`src/rtl/i2c_rd_pkg.sv`:
```
package i2c_rd_pkg;

    typedef enum logic [2:0] {
        ST_IDLE,
        ST_ADDR,
        ST_AACK,
        ST_SEND,
        ST_MACK,
        ST_ACKD,
        ST_SKIP
    } rd_state_t;

    localparam logic [1:0] END_NONE = 2'b00;
    localparam logic [1:0] END_NACK = 2'b01;
    localparam logic [1:0] END_STOP = 2'b10;

endpackage

```
`src/rtl/i2c_line_sync.sv`:
```
module i2c_line_sync #(
    parameter int SYNC_STAGES = 2
) (
    input  logic clk,
    input  logic rst_n,
    input  logic scl_i,
    input  logic sda_i,
    output logic scl_s,
    output logic sda_s,
    output logic scl_rise,
    output logic scl_fall,
    output logic start_evt,
    output logic stop_evt
);
    logic [SYNC_STAGES-1:0] scl_pipe;
    logic [SYNC_STAGES-1:0] sda_pipe;
    logic scl_p;
    logic sda_p;

    generate
        if (SYNC_STAGES == 1) begin : g_one
            always_ff @(posedge clk or negedge rst_n) begin
                if (!rst_n) begin
                    scl_pipe <= '1;
                    sda_pipe <= '1;
                end else begin
                    scl_pipe <= scl_i;
                    sda_pipe <= sda_i;
                end
            end
        end else begin : g_many
            always_ff @(posedge clk or negedge rst_n) begin
                if (!rst_n) begin
                    scl_pipe <= '1;
                    sda_pipe <= '1;
                end else begin
                    scl_pipe <= {scl_pipe[SYNC_STAGES-2:0], scl_i};
                    sda_pipe <= {sda_pipe[SYNC_STAGES-2:0], sda_i};
                end
            end
        end
    endgenerate

    assign scl_s = scl_pipe[SYNC_STAGES-1];
    assign sda_s = sda_pipe[SYNC_STAGES-1];

    always_ff @(posedge clk or negedge rst_n) begin
        if (!rst_n) begin
            scl_p <= 1'b1;
            sda_p <= 1'b1;
        end else begin
            scl_p <= scl_s;
            sda_p <= sda_s;
        end
    end

    assign scl_rise  = scl_s & ~scl_p;
    assign scl_fall  = ~scl_s & scl_p;
    assign start_evt = scl_s & scl_p & sda_p & ~sda_s;
    assign stop_evt  = scl_s & scl_p & ~sda_p & sda_s;

endmodule

```
`src/rtl/i2c_rd_datapath.sv`:
```
module i2c_rd_datapath #(
    parameter int                  DATA_W   = 8,
    parameter logic [DATA_W-2:0]   DEV_ADDR = 7'h3C,
    parameter int                  IDX_W    = 4,
    localparam int                 CNT_W    = $clog2(DATA_W + 1)
) (
    input  logic              clk,
    input  logic              rst_n,
    input  logic              sda_s,
    input  logic              sr_load,
    input  logic              sr_shift_in,
    input  logic              sr_shift_out,
    input  logic              cnt_clr,
    input  logic              cnt_inc,
    input  logic              idx_clr,
    input  logic              idx_inc,
    input  logic [DATA_W-1:0] load_val,
    output logic [CNT_W-1:0]  bit_cnt,
    output logic              sreg_msb,
    output logic              addr_hit,
    output logic [IDX_W-1:0]  rd_index
);
    logic [DATA_W-1:0] sreg;

    always_ff @(posedge clk or negedge rst_n) begin
        if (!rst_n) begin
            sreg <= '1;
        end else if (sr_load) begin
            sreg <= load_val;
        end else if (sr_shift_in) begin
            sreg <= {sreg[DATA_W-2:0], sda_s};
        end else if (sr_shift_out) begin
            sreg <= {sreg[DATA_W-2:0], 1'b1};
        end
    end

    always_ff @(posedge clk or negedge rst_n) begin
        if (!rst_n) begin
            bit_cnt <= '0;
        end else if (cnt_clr) begin
            bit_cnt <= '0;
        end else if (cnt_inc) begin
            bit_cnt <= bit_cnt + 1'b1;
        end
    end

    always_ff @(posedge clk or negedge rst_n) begin
        if (!rst_n) begin
            rd_index <= '0;
        end else if (idx_clr) begin
            rd_index <= '0;
        end else if (idx_inc) begin
            rd_index <= rd_index + 1'b1;
        end
    end

    assign sreg_msb = sreg[DATA_W-1];
    assign addr_hit = (sreg[DATA_W-1:1] == DEV_ADDR) && sreg[0];

endmodule

```
`src/rtl/i2c_rd_fsm.sv`:
```
module i2c_rd_fsm
    import i2c_rd_pkg::*;
#(
    parameter int  DATA_W = 8,
    localparam int CNT_W  = $clog2(DATA_W + 1)
) (
    input  logic             clk,
    input  logic             rst_n,
    input  logic             scl_s,
    input  logic             sda_s,
    input  logic             scl_rise,
    input  logic             scl_fall,
    input  logic             start_evt,
    input  logic             stop_evt,
    input  logic [CNT_W-1:0] bit_cnt,
    input  logic             sreg_msb,
    input  logic             addr_hit,
    output logic             sr_load,
    output logic             sr_shift_in,
    output logic             sr_shift_out,
    output logic             cnt_clr,
    output logic             cnt_inc,
    output logic             idx_clr,
    output logic             idx_inc,
    output logic             sda_oe,
    output logic [1:0]       end_code
);
    localparam logic [CNT_W-1:0] FULL = CNT_W'(DATA_W);

    rd_state_t st, nxt;
    logic      in_read;
    logic      nack_seen;

    always_ff @(posedge clk or negedge rst_n) begin
        if (!rst_n) st <= ST_IDLE;
        else        st <= nxt;
    end

    always_comb begin
        nxt          = st;
        sr_load      = 1'b0;
        sr_shift_in  = 1'b0;
        sr_shift_out = 1'b0;
        cnt_clr      = 1'b0;
        cnt_inc      = 1'b0;
        idx_clr      = 1'b0;
        idx_inc      = 1'b0;
        if (stop_evt) begin
            nxt = ST_IDLE;
        end else if (start_evt) begin
            nxt     = ST_ADDR;
            cnt_clr = 1'b1;
            idx_clr = 1'b1;
        end else begin
            unique case (st)
                ST_IDLE: nxt = ST_IDLE;
                ST_ADDR: begin
                    if (scl_rise) begin
                        sr_shift_in = 1'b1;
                        cnt_inc     = 1'b1;
                    end else if (scl_fall && bit_cnt == FULL) begin
                        nxt = addr_hit ? ST_AACK : ST_SKIP;
                    end
                end
                ST_AACK: begin
                    if (scl_fall) begin
                        nxt     = ST_SEND;
                        sr_load = 1'b1;
                        cnt_clr = 1'b1;
                    end
                end
                ST_SEND: begin
                    if (scl_rise) begin
                        cnt_inc = 1'b1;
                    end else if (scl_fall) begin
                        if (bit_cnt == FULL) nxt = ST_MACK;
                        else                 sr_shift_out = 1'b1;
                    end
                end
                ST_MACK: begin
                    if (scl_rise) begin
                        if (sda_s) begin
                            nxt = ST_SKIP;
                        end else begin
                            nxt     = ST_ACKD;
                            idx_inc = 1'b1;
                        end
                    end
                end
                ST_ACKD: begin
                    if (scl_fall) begin
                        nxt     = ST_SEND;
                        sr_load = 1'b1;
                        cnt_clr = 1'b1;
                    end
                end
                ST_SKIP: nxt = ST_SKIP;
                default: nxt = ST_IDLE;
            endcase
        end
    end

    assign in_read   = (st == ST_AACK) || (st == ST_SEND) ||
                       (st == ST_MACK) || (st == ST_ACKD);
    assign nack_seen = (st == ST_MACK) && scl_rise && sda_s &&
                       !start_evt && !stop_evt;

    always_ff @(posedge clk or negedge rst_n) begin
        if (!rst_n) begin
            end_code <= END_NONE;
        end else if (stop_evt && in_read) begin
            end_code <= END_STOP;
        end else if (nack_seen) begin
            end_code <= END_NACK;
        end
    end

    always_comb begin
        unique case (st)
            ST_AACK: sda_oe = 1'b1;
            ST_SEND: sda_oe = ~sreg_msb;
            default: sda_oe = 1'b0;
        endcase
    end

    a_r7_stop_to_idle: assert property (@(posedge clk) disable iff (!rst_n)
        stop_evt |=> (st == ST_IDLE && !sda_oe));

    a_r8_start_to_addr: assert property (@(posedge clk) disable iff (!rst_n)
        start_evt |=> (st == ST_ADDR && bit_cnt == '0));

    a_r10_no_drive_scl_high: assert property (@(posedge clk) disable iff (!rst_n)
        $rose(sda_oe) |-> $past(!scl_s));

    a_r6_nack_release: assert property (@(posedge clk) disable iff (!rst_n)
        nack_seen |=> (end_code == END_NACK && st == ST_SKIP && !sda_oe));

    a_r3_skip_exit: assert property (@(posedge clk) disable iff (!rst_n)
        (st == ST_SKIP) |=> (st == ST_SKIP || st == ST_IDLE || st == ST_ADDR));

endmodule

```
`src/rtl/i2c_read_slave.sv`:
```
module i2c_read_slave #(
    parameter int                DATA_W      = 8,
    parameter logic [DATA_W-2:0] DEV_ADDR    = 7'h3C,
    parameter int                IDX_W       = 4,
    parameter int                SYNC_STAGES = 2
) (
    input  logic              clk,
    input  logic              rst_n,
    input  logic              scl_i,
    input  logic              sda_i,
    output logic              sda_oe,
    output logic [IDX_W-1:0]  rd_index,
    input  logic [DATA_W-1:0] rd_data,
    output logic [1:0]        end_code
);
    localparam int CNT_W = $clog2(DATA_W + 1);

    logic scl_s, sda_s, scl_rise, scl_fall, start_evt, stop_evt;
    logic sr_load, sr_shift_in, sr_shift_out;
    logic cnt_clr, cnt_inc, idx_clr, idx_inc;
    logic sreg_msb, addr_hit;
    logic [CNT_W-1:0] bit_cnt;

    i2c_line_sync #(.SYNC_STAGES(SYNC_STAGES)) u_sync (
        .clk(clk), .rst_n(rst_n), .scl_i(scl_i), .sda_i(sda_i),
        .scl_s(scl_s), .sda_s(sda_s), .scl_rise(scl_rise), .scl_fall(scl_fall),
        .start_evt(start_evt), .stop_evt(stop_evt)
    );

    i2c_rd_datapath #(.DATA_W(DATA_W), .DEV_ADDR(DEV_ADDR), .IDX_W(IDX_W)) u_dp (
        .clk(clk), .rst_n(rst_n), .sda_s(sda_s),
        .sr_load(sr_load), .sr_shift_in(sr_shift_in), .sr_shift_out(sr_shift_out),
        .cnt_clr(cnt_clr), .cnt_inc(cnt_inc), .idx_clr(idx_clr), .idx_inc(idx_inc),
        .load_val(rd_data), .bit_cnt(bit_cnt), .sreg_msb(sreg_msb),
        .addr_hit(addr_hit), .rd_index(rd_index)
    );

    i2c_rd_fsm #(.DATA_W(DATA_W)) u_fsm (
        .clk(clk), .rst_n(rst_n), .scl_s(scl_s), .sda_s(sda_s),
        .scl_rise(scl_rise), .scl_fall(scl_fall),
        .start_evt(start_evt), .stop_evt(stop_evt),
        .bit_cnt(bit_cnt), .sreg_msb(sreg_msb), .addr_hit(addr_hit),
        .sr_load(sr_load), .sr_shift_in(sr_shift_in), .sr_shift_out(sr_shift_out),
        .cnt_clr(cnt_clr), .cnt_inc(cnt_inc), .idx_clr(idx_clr), .idx_inc(idx_inc),
        .sda_oe(sda_oe), .end_code(end_code)
    );

endmodule

```
`config.mk`:
```
export PLATFORM = sky130hd
export DESIGN_NAME = i2c_read_slave
export DESIGN_NICKNAME = d
export VERILOG_FILES = /design/src/rtl/i2c_rd_pkg.sv /design/src/rtl/i2c_line_sync.sv /design/src/rtl/i2c_rd_datapath.sv /design/src/rtl/i2c_rd_fsm.sv /design/src/rtl/i2c_read_slave.sv
export SDC_FILE = /design/constraint.sdc
export NUM_CORES = 1
export LEC_CHECK = 0
export BUFFER_PORTS_ARGS = -buffer_cell sky130_fd_sc_hd__buf_2
export CORE_MARGIN = 10
export CORE_UTILIZATION = 55
export CTS_BUF_LIST = sky130_fd_sc_hd__clkbuf_4
export DETAILED_ROUTE_END_ITERATION = 10
export GPL_ROUTABILITY_DRIVEN = 0
export HOLD_SLACK_MARGIN = 0.15
export PLACE_DENSITY = 0.79
export SYNTH_ARGS = -nofsm -noshare
export SYNTH_HDL_FRONTEND = slang
export SYNTH_SLANG_ARGS = --single-unit
```
`constraint.sdc`:
```
create_clock -name clk -period 2.2 [get_ports clk]
set_input_delay 0.11 -clock clk [delete_from_list [all_inputs] [get_ports clk]]
set_output_delay 0.11 -clock clk [all_outputs]
set_load 0.1 [all_outputs]
```
== Word level (Yosys, flattened, before mapping) ==
Index checks and enable logic that the tools add are counted.
Cells by class
  add/sub/neg operators: 2
  reduce and logical (&&, ||, !) cells: 19
  multiplexer cells: 48
  bitwise logic cells: 12
  eq/ne operators: 15
Operators with widths (count)
  two-way mux 3 bit: 10
  two-way mux 1 bit: 26
  two-way mux 8 bit: 3
  inequality test 4 x 1 -> 1 bit (second input constant): 5
  two-way mux 4 bit: 4
  one-hot mux 3 bit (5 select lines): 1
  == test 3 bit (second input constant): 3
  adder 4 x 1 -> 4 bit (second input constant): 2
  inequality test 4 bit (second input constant): 2
  bitwise AND 1 bit: 7
  == test 7 x 6 -> 1 bit (second input constant): 1
  logical AND 1 bit: 7
  AND reduction 7 bit: 1
  == test 3 x 2 -> 1 bit (second input constant): 2
  two-way mux 2 bit: 3
  nonzero test 2 bit: 3
  inverter 1 bit: 5
  == test 4 bit (second input constant): 1
  OR reduction 2 bit: 2
  == test 3 x 1 -> 1 bit (second input constant): 1
  logical OR 1 bit: 3
  nonzero test 3 bit: 1
  logical NOT 1 bit: 2
  one-hot mux 1 bit (2 select lines): 1
Word-level totals
  input bits: 12
  output and inout bits: 7
  register bits: 27
  word-level logic and storage cells: 105

== Logic depth before layout (Yosys ltp) ==
  depth after elaboration: 10
  depth in mapped cells: 7
  depth with buffers taken out: 6

== Hierarchy ==
From an unflattened synthesis, not the netlist that was laid out.
Second synthesis, totals
  cell total of the unflattened synthesis: 136
  area total of the unflattened synthesis: 1462.7 um2
Modules (own cells, without submodules)
  i2c_rd_datapath: sequential area each 410.4 um2, cells each 74, times used 1, area each 857.1 um2
  i2c_rd_fsm: sequential area each 125.1 um2, cells each 52, times used 1, area each 415.4 um2
  i2c_line_sync: sequential area each 157.7 um2, cells each 10, times used 1, area each 190.2 um2

== Least setup slack after synthesis ==
No wires, ideal clock.
  kind: register -> output
  from: register u_fsm.st[1]
  to: output sda_oe
  slack: -721 ps
  buffers on the path: 0
  data required time: 2090 ps
  arrival time: 2811 ps
  stages on the path, launching flop included: 3
  cells stage by stage: dfrtp_1 > nor2b_1 > a21boi_0
Between the ends
  cells in the longest elaborated chain, start to end: 2
  elaborated cells between the ends (all ways): 3
  classes of those cells: 2 x eq/ne; 1 x mux
Ends and longest elaborated chain
  start: declaration: line i2c_rd_fsm.sv:30  | rd_state_t st, nxt;
  start signal: assignment: line i2c_rd_fsm.sv:36  | else st <= nxt;
  == test 3 x 2 -> 1 bit: line i2c_rd_fsm.sv:119  | unique case (st)
  one-hot mux 1 bit (2 select lines) (*): line i2c_rd_fsm.sv:119
  end: declaration: line i2c_read_slave.sv:11  | output logic sda_oe,
Mark *: on every way between the ends. The rest lies on a longest branch, timed or not.

== Worst setup path after layout ==
Same ends and word-level chain as after synthesis.

==> results <==
- Summed over all failing endpoints, the final setup total negative slack is 0 ns.
- The type of the most critical hold path is in -> async.
- The maximum vdd ir drop is roughly 1.3 mV.
- Summing all multi-input logic gate instances after layout gives 739 µm².
- The startpoint of the worst register-to-register path is u_fsm.st[1]$_DFFE_PN0P_.
- The final count of pins violating max slew is 0.
- The final worst clock skew is approximately 0.012 ns.
- The run finished with clean final reports.
- The via count of the first global-routing pass is between 1000 and 1500.
- The post-route total power is ~2.1 mW.
- The analysis attributes to cell leakage a power of between 0.8 and 0.9 nW.
- Setup violations remaining at the end of the flow were counted as 0.
- STA classifies the critical path endpoint as an output port.
- In this run, post-CTS hold repair placed 11 buffers.
- The number of endpoints with negative hold slack in the final report is 0.
- The global-route congestion overflow total is 0.
- 0 antenna diodes ended up in the layout.
- The clock network latency to the later pin of the worst-skew pair is about 0.34 ns.
- The synthesized netlist occupies a cell area of between 1500 and 2000 µm².
- The level count of the clock H-tree is 1.
- In the final routed layout, each cell accounts on average for approximately 15 µm.
- The floorplan has 19 rows.
- The clock passes through at most 2 buffers.
- The number of antenna violations at the first check in global routing is 0.
- The endpoint of the worst register-to-register path is u_fsm.st[0]$_DFFE_PN0P_.
- Setup repair after global routing left no endpoint under its margin.
- The die area is approximately 5300 µm².
- Synthesis produced a netlist whose cell count is 149.
- The worst reg2reg path depth is 4.
- The total of warnings raised by yosys is 0.
- The vertical die dimension is ~73 µm.
- For this block, the initial DRC count from the detailed router was about 170.
- The largest net degree at the start of global routing is 28.
- The routed layout has ~1200 vias.
- Across the whole layout, storage elements account for approximately 690 µm².
- The area share of the largest cell type after synthesis is roughly 24%.
- TritonCTS created 3 clock buffers.
- After clock tree synthesis, the clock-pin slew on the worst setup and hold paths is approximately 0.15 ns.
- The smallest clock period supported by the final layout is computed as ~2.1 ns.
- In this run, post-CTS repair resized a total of 0 instances.
- The ratio of final minimum period to clock period is a little over nine tenths.
- The number of enable flip-flop cells after synthesis is 0.
- The maximum fanout encountered on the critical timing path is 17.
- Max-cap violations in this run came to 0.
- STA puts the critical path data required time at 2.09 ns.
- The buffer count from post-CTS setup fixing is 0.
- The clock sink count is 27.
- Sorting the synthesized cells by area gives the leading types as dfstp_2 (24%), dfrtp_1 (21%), inv_1 (3.7%).
- The register-to-register setup slack is 0.23 ns.
- In this run the mean area of a mapped cell was around 10 µm².
- The setup path with the least slack is of type reg -> out.
- The first-pass GRT wire length is 5570 µm.
- The quantity of I/O buffers inserted on ports is 18.
- The iteration count of the initial detailed-routing pass is 4.
- The die extent in x is a little over 70 µm.
- Clock tree synthesis selected as its root buffer the cell clkbuf_4.
- The combined global-route utilization of all metal layers is 12.6%.
- The worst slew slack as a fraction of its limit is ~62%.
- At the pin with the least slew margin, the transition time is around 0.57 ns.
- The overall routed net length is approximately 3200 µm.
- In the final layout, the share of cells above drive strength 1 is 23.3%.
- The count of nets left with antenna violations once routing finished came out at 0.
- The CTS tree is done.
- The async set or reset register ratio after synthesis is between 90% and 100%.
- The critical path launch point type is a flip-flop.
- The layout overhead on the synthesized area is 15.4%.
- The net count of the mapped netlist is between 150 and 200.
- Sequential elements use 45.3% of the synthesized area.
- For the worst setup path, the data arrival time is 1.97 ns.
- Summed over all nets, the half-perimeter wirelength after detailed placement is 2300 µm.
- The power density over the cells is approximately 1200 nW/µm².
- After floorplanning, the core was sized to cover between 2000 and 3000 µm².
- The number of distinct standard cells referenced by the synthesized netlist is 48.
- After detailed routing, the number of remaining DRC violations is 0.
- The most instantiated flip-flop cell in the synthesis netlist is dfstp_2.
- Synthesis inferred 27 register bits.
- The final-stage net count is 192.
- The initial utilization of the core area, before any placement, comes to 56.5%.
- For this run, the top clock speed supported by timing is slightly below 0.5 GHz.
- Of all cell types, the one taking the most synthesized area is dfstp_2.
- Using the TritonRoute via totals, the vias-per-cell ratio works out to ~6.
- 19 I/O pins were placed.
- The filler cell count is about 240.
==> per-layer routing <==
metal / global-route usage, % / wire, µm / up-vias
met5: 0 / 0 / -
met2: 20.4 / 1570 / 37
met1: 16.0 / 1390 / 598
li1: - / - / 588
met4: 4.64 / 45 / 0
met3: 2.45 / 147 / 5
==> cell type report <==
| type | instances | area share (%) |
|---|---|---|
| tap | 31 | 2.20 |
| sequential | 27 | 39.3 |
| timing repair buffer | 30 | 11.8 |
| multi-input combinational | 100 | 41.9 |
| inverter | 15 | 3.19 |
| clock inverter | 1 | 0.425 |
| clock buffer | 3 | 1.28 |
==> cells by family (layout without fill, tap and decap cells) <==
family	Yosys count	count (layout)	synth area share [%]
AOI/OAI and AO/OA	28	28	14.7
xor gates and xnor gates	6	6	3.43
adders and majority gates	3	3	2.45
buffers and inverters	22	49	6.38
DFF	27	27	45.3
muxes	6	6	4.01
and+or+nand+nor	57	57	23.7
==> Yosys cell counts, drive strengths merged (4+ instances only) <==
master  number
xnor2        4
nor3b        5
inv         15
clkbuf       5
a222oi       5
mux2i        5
nand2b       4
nor2        12
and3b        4
nand2        9
dfstp       14
dfrtp       13
==> power by group <==
group | switching [mW] | total (mW) | internal [mW] | leakage, nW
Clock | 0.152 | 0.222 | 0.0698 | 0.0139
Sequential | 0.193 | 0.876 | 0.683 | 0.317
Combinational | 0.653 | 1.01 | 0.360 | 0.510
Total | 0.998 | 2.11 | 1.11 | 0.841
==> worst max-delay path by stage <==
stage                                            start                  endpoint  slack, ns  cells after the start
after floorplan                u_fsm.st[1]$_DFFE_PN0P_                    sda_oe      0.008                      2
after global placement    u_sync.scl_pipe[1]$_DFF_PN1_  u_dp.sreg[4]$_DFFE_PN1P_       0.36                      4
after detailed placement       u_fsm.st[1]$_DFFE_PN0P_   u_fsm.st[0]$_DFFE_PN0P_       0.28                      4
after CTS                      u_fsm.st[1]$_DFFE_PN0P_                    sda_oe       0.15                      3
after global routing           u_fsm.st[1]$_DFFE_PN0P_                    sda_oe       0.05                      3
final                          u_fsm.st[1]$_DFFE_PN0P_                    sda_oe       0.12                      3
==> stage by stage <==
stage / std cells / hold WS, ns / setup WS (ns) / utilization (%) / cell area (µm²)
after floorplan: 149 / -0.186 / 0.00797 / - / 1530
after global placement: 192 / 0.132 / 0.359 / 60.0 / 1630
after detailed placement: 192 / 0.147 / 0.283 / 60.0 / 1630
after CTS: 207 / 0.292 / 0.147 / 65.1 / 1770
after global routing: 207 / 0.322 / 0.0549 / 65.1 / 1770
final: 207 / 0.269 / 0.122 / 65.1 / 1770
==> layout by cell type (no fill, tap or decap), types with 2 or more instances in the layout <==
cell	instances
buf_2	18
inv_1	15
dfstp_2	14
dfrtp_1	13
nor2_1	12
dlygate4sd3_1	11
nand2_1	9
nor3b_1	5
a222oi_1	5
mux2i_1	5
and3b_1	4
xnor2_1	4
nand3b_1	3
nand2b_1	3
a211o_1	3
nand4b_1	3
ha_1	3
clkbuf_4	3
nor2b_1	2
nand4_1	2
o221ai_1	2
a31oi_1	2
a21o_1	2
and3_1	2
and4bb_2	2
o211a_1	2
a21oi_1	2
xor2_1	2
==> worst max-delay path, stage by stage (launching register included) <==
cell	delay, ns
dfrtp_1	0.68
nor2b_1	0.29
a21boi_1	0.21
buf_2	0.45
==> state kept, by name, summed over array words and instances (netlist names) <==
name             count
u_sync.sda_pipe      2
u_sync.sda_p         1
u_fsm.st             3
u_dp.bit_cnt         4
u_dp.sreg            8
u_dp.rd_index        4
u_sync.scl_pipe      2
u_sync.scl_p         1
u_fsm.end_code       2
Note: power is estimated with default switching activity, not from simulation.
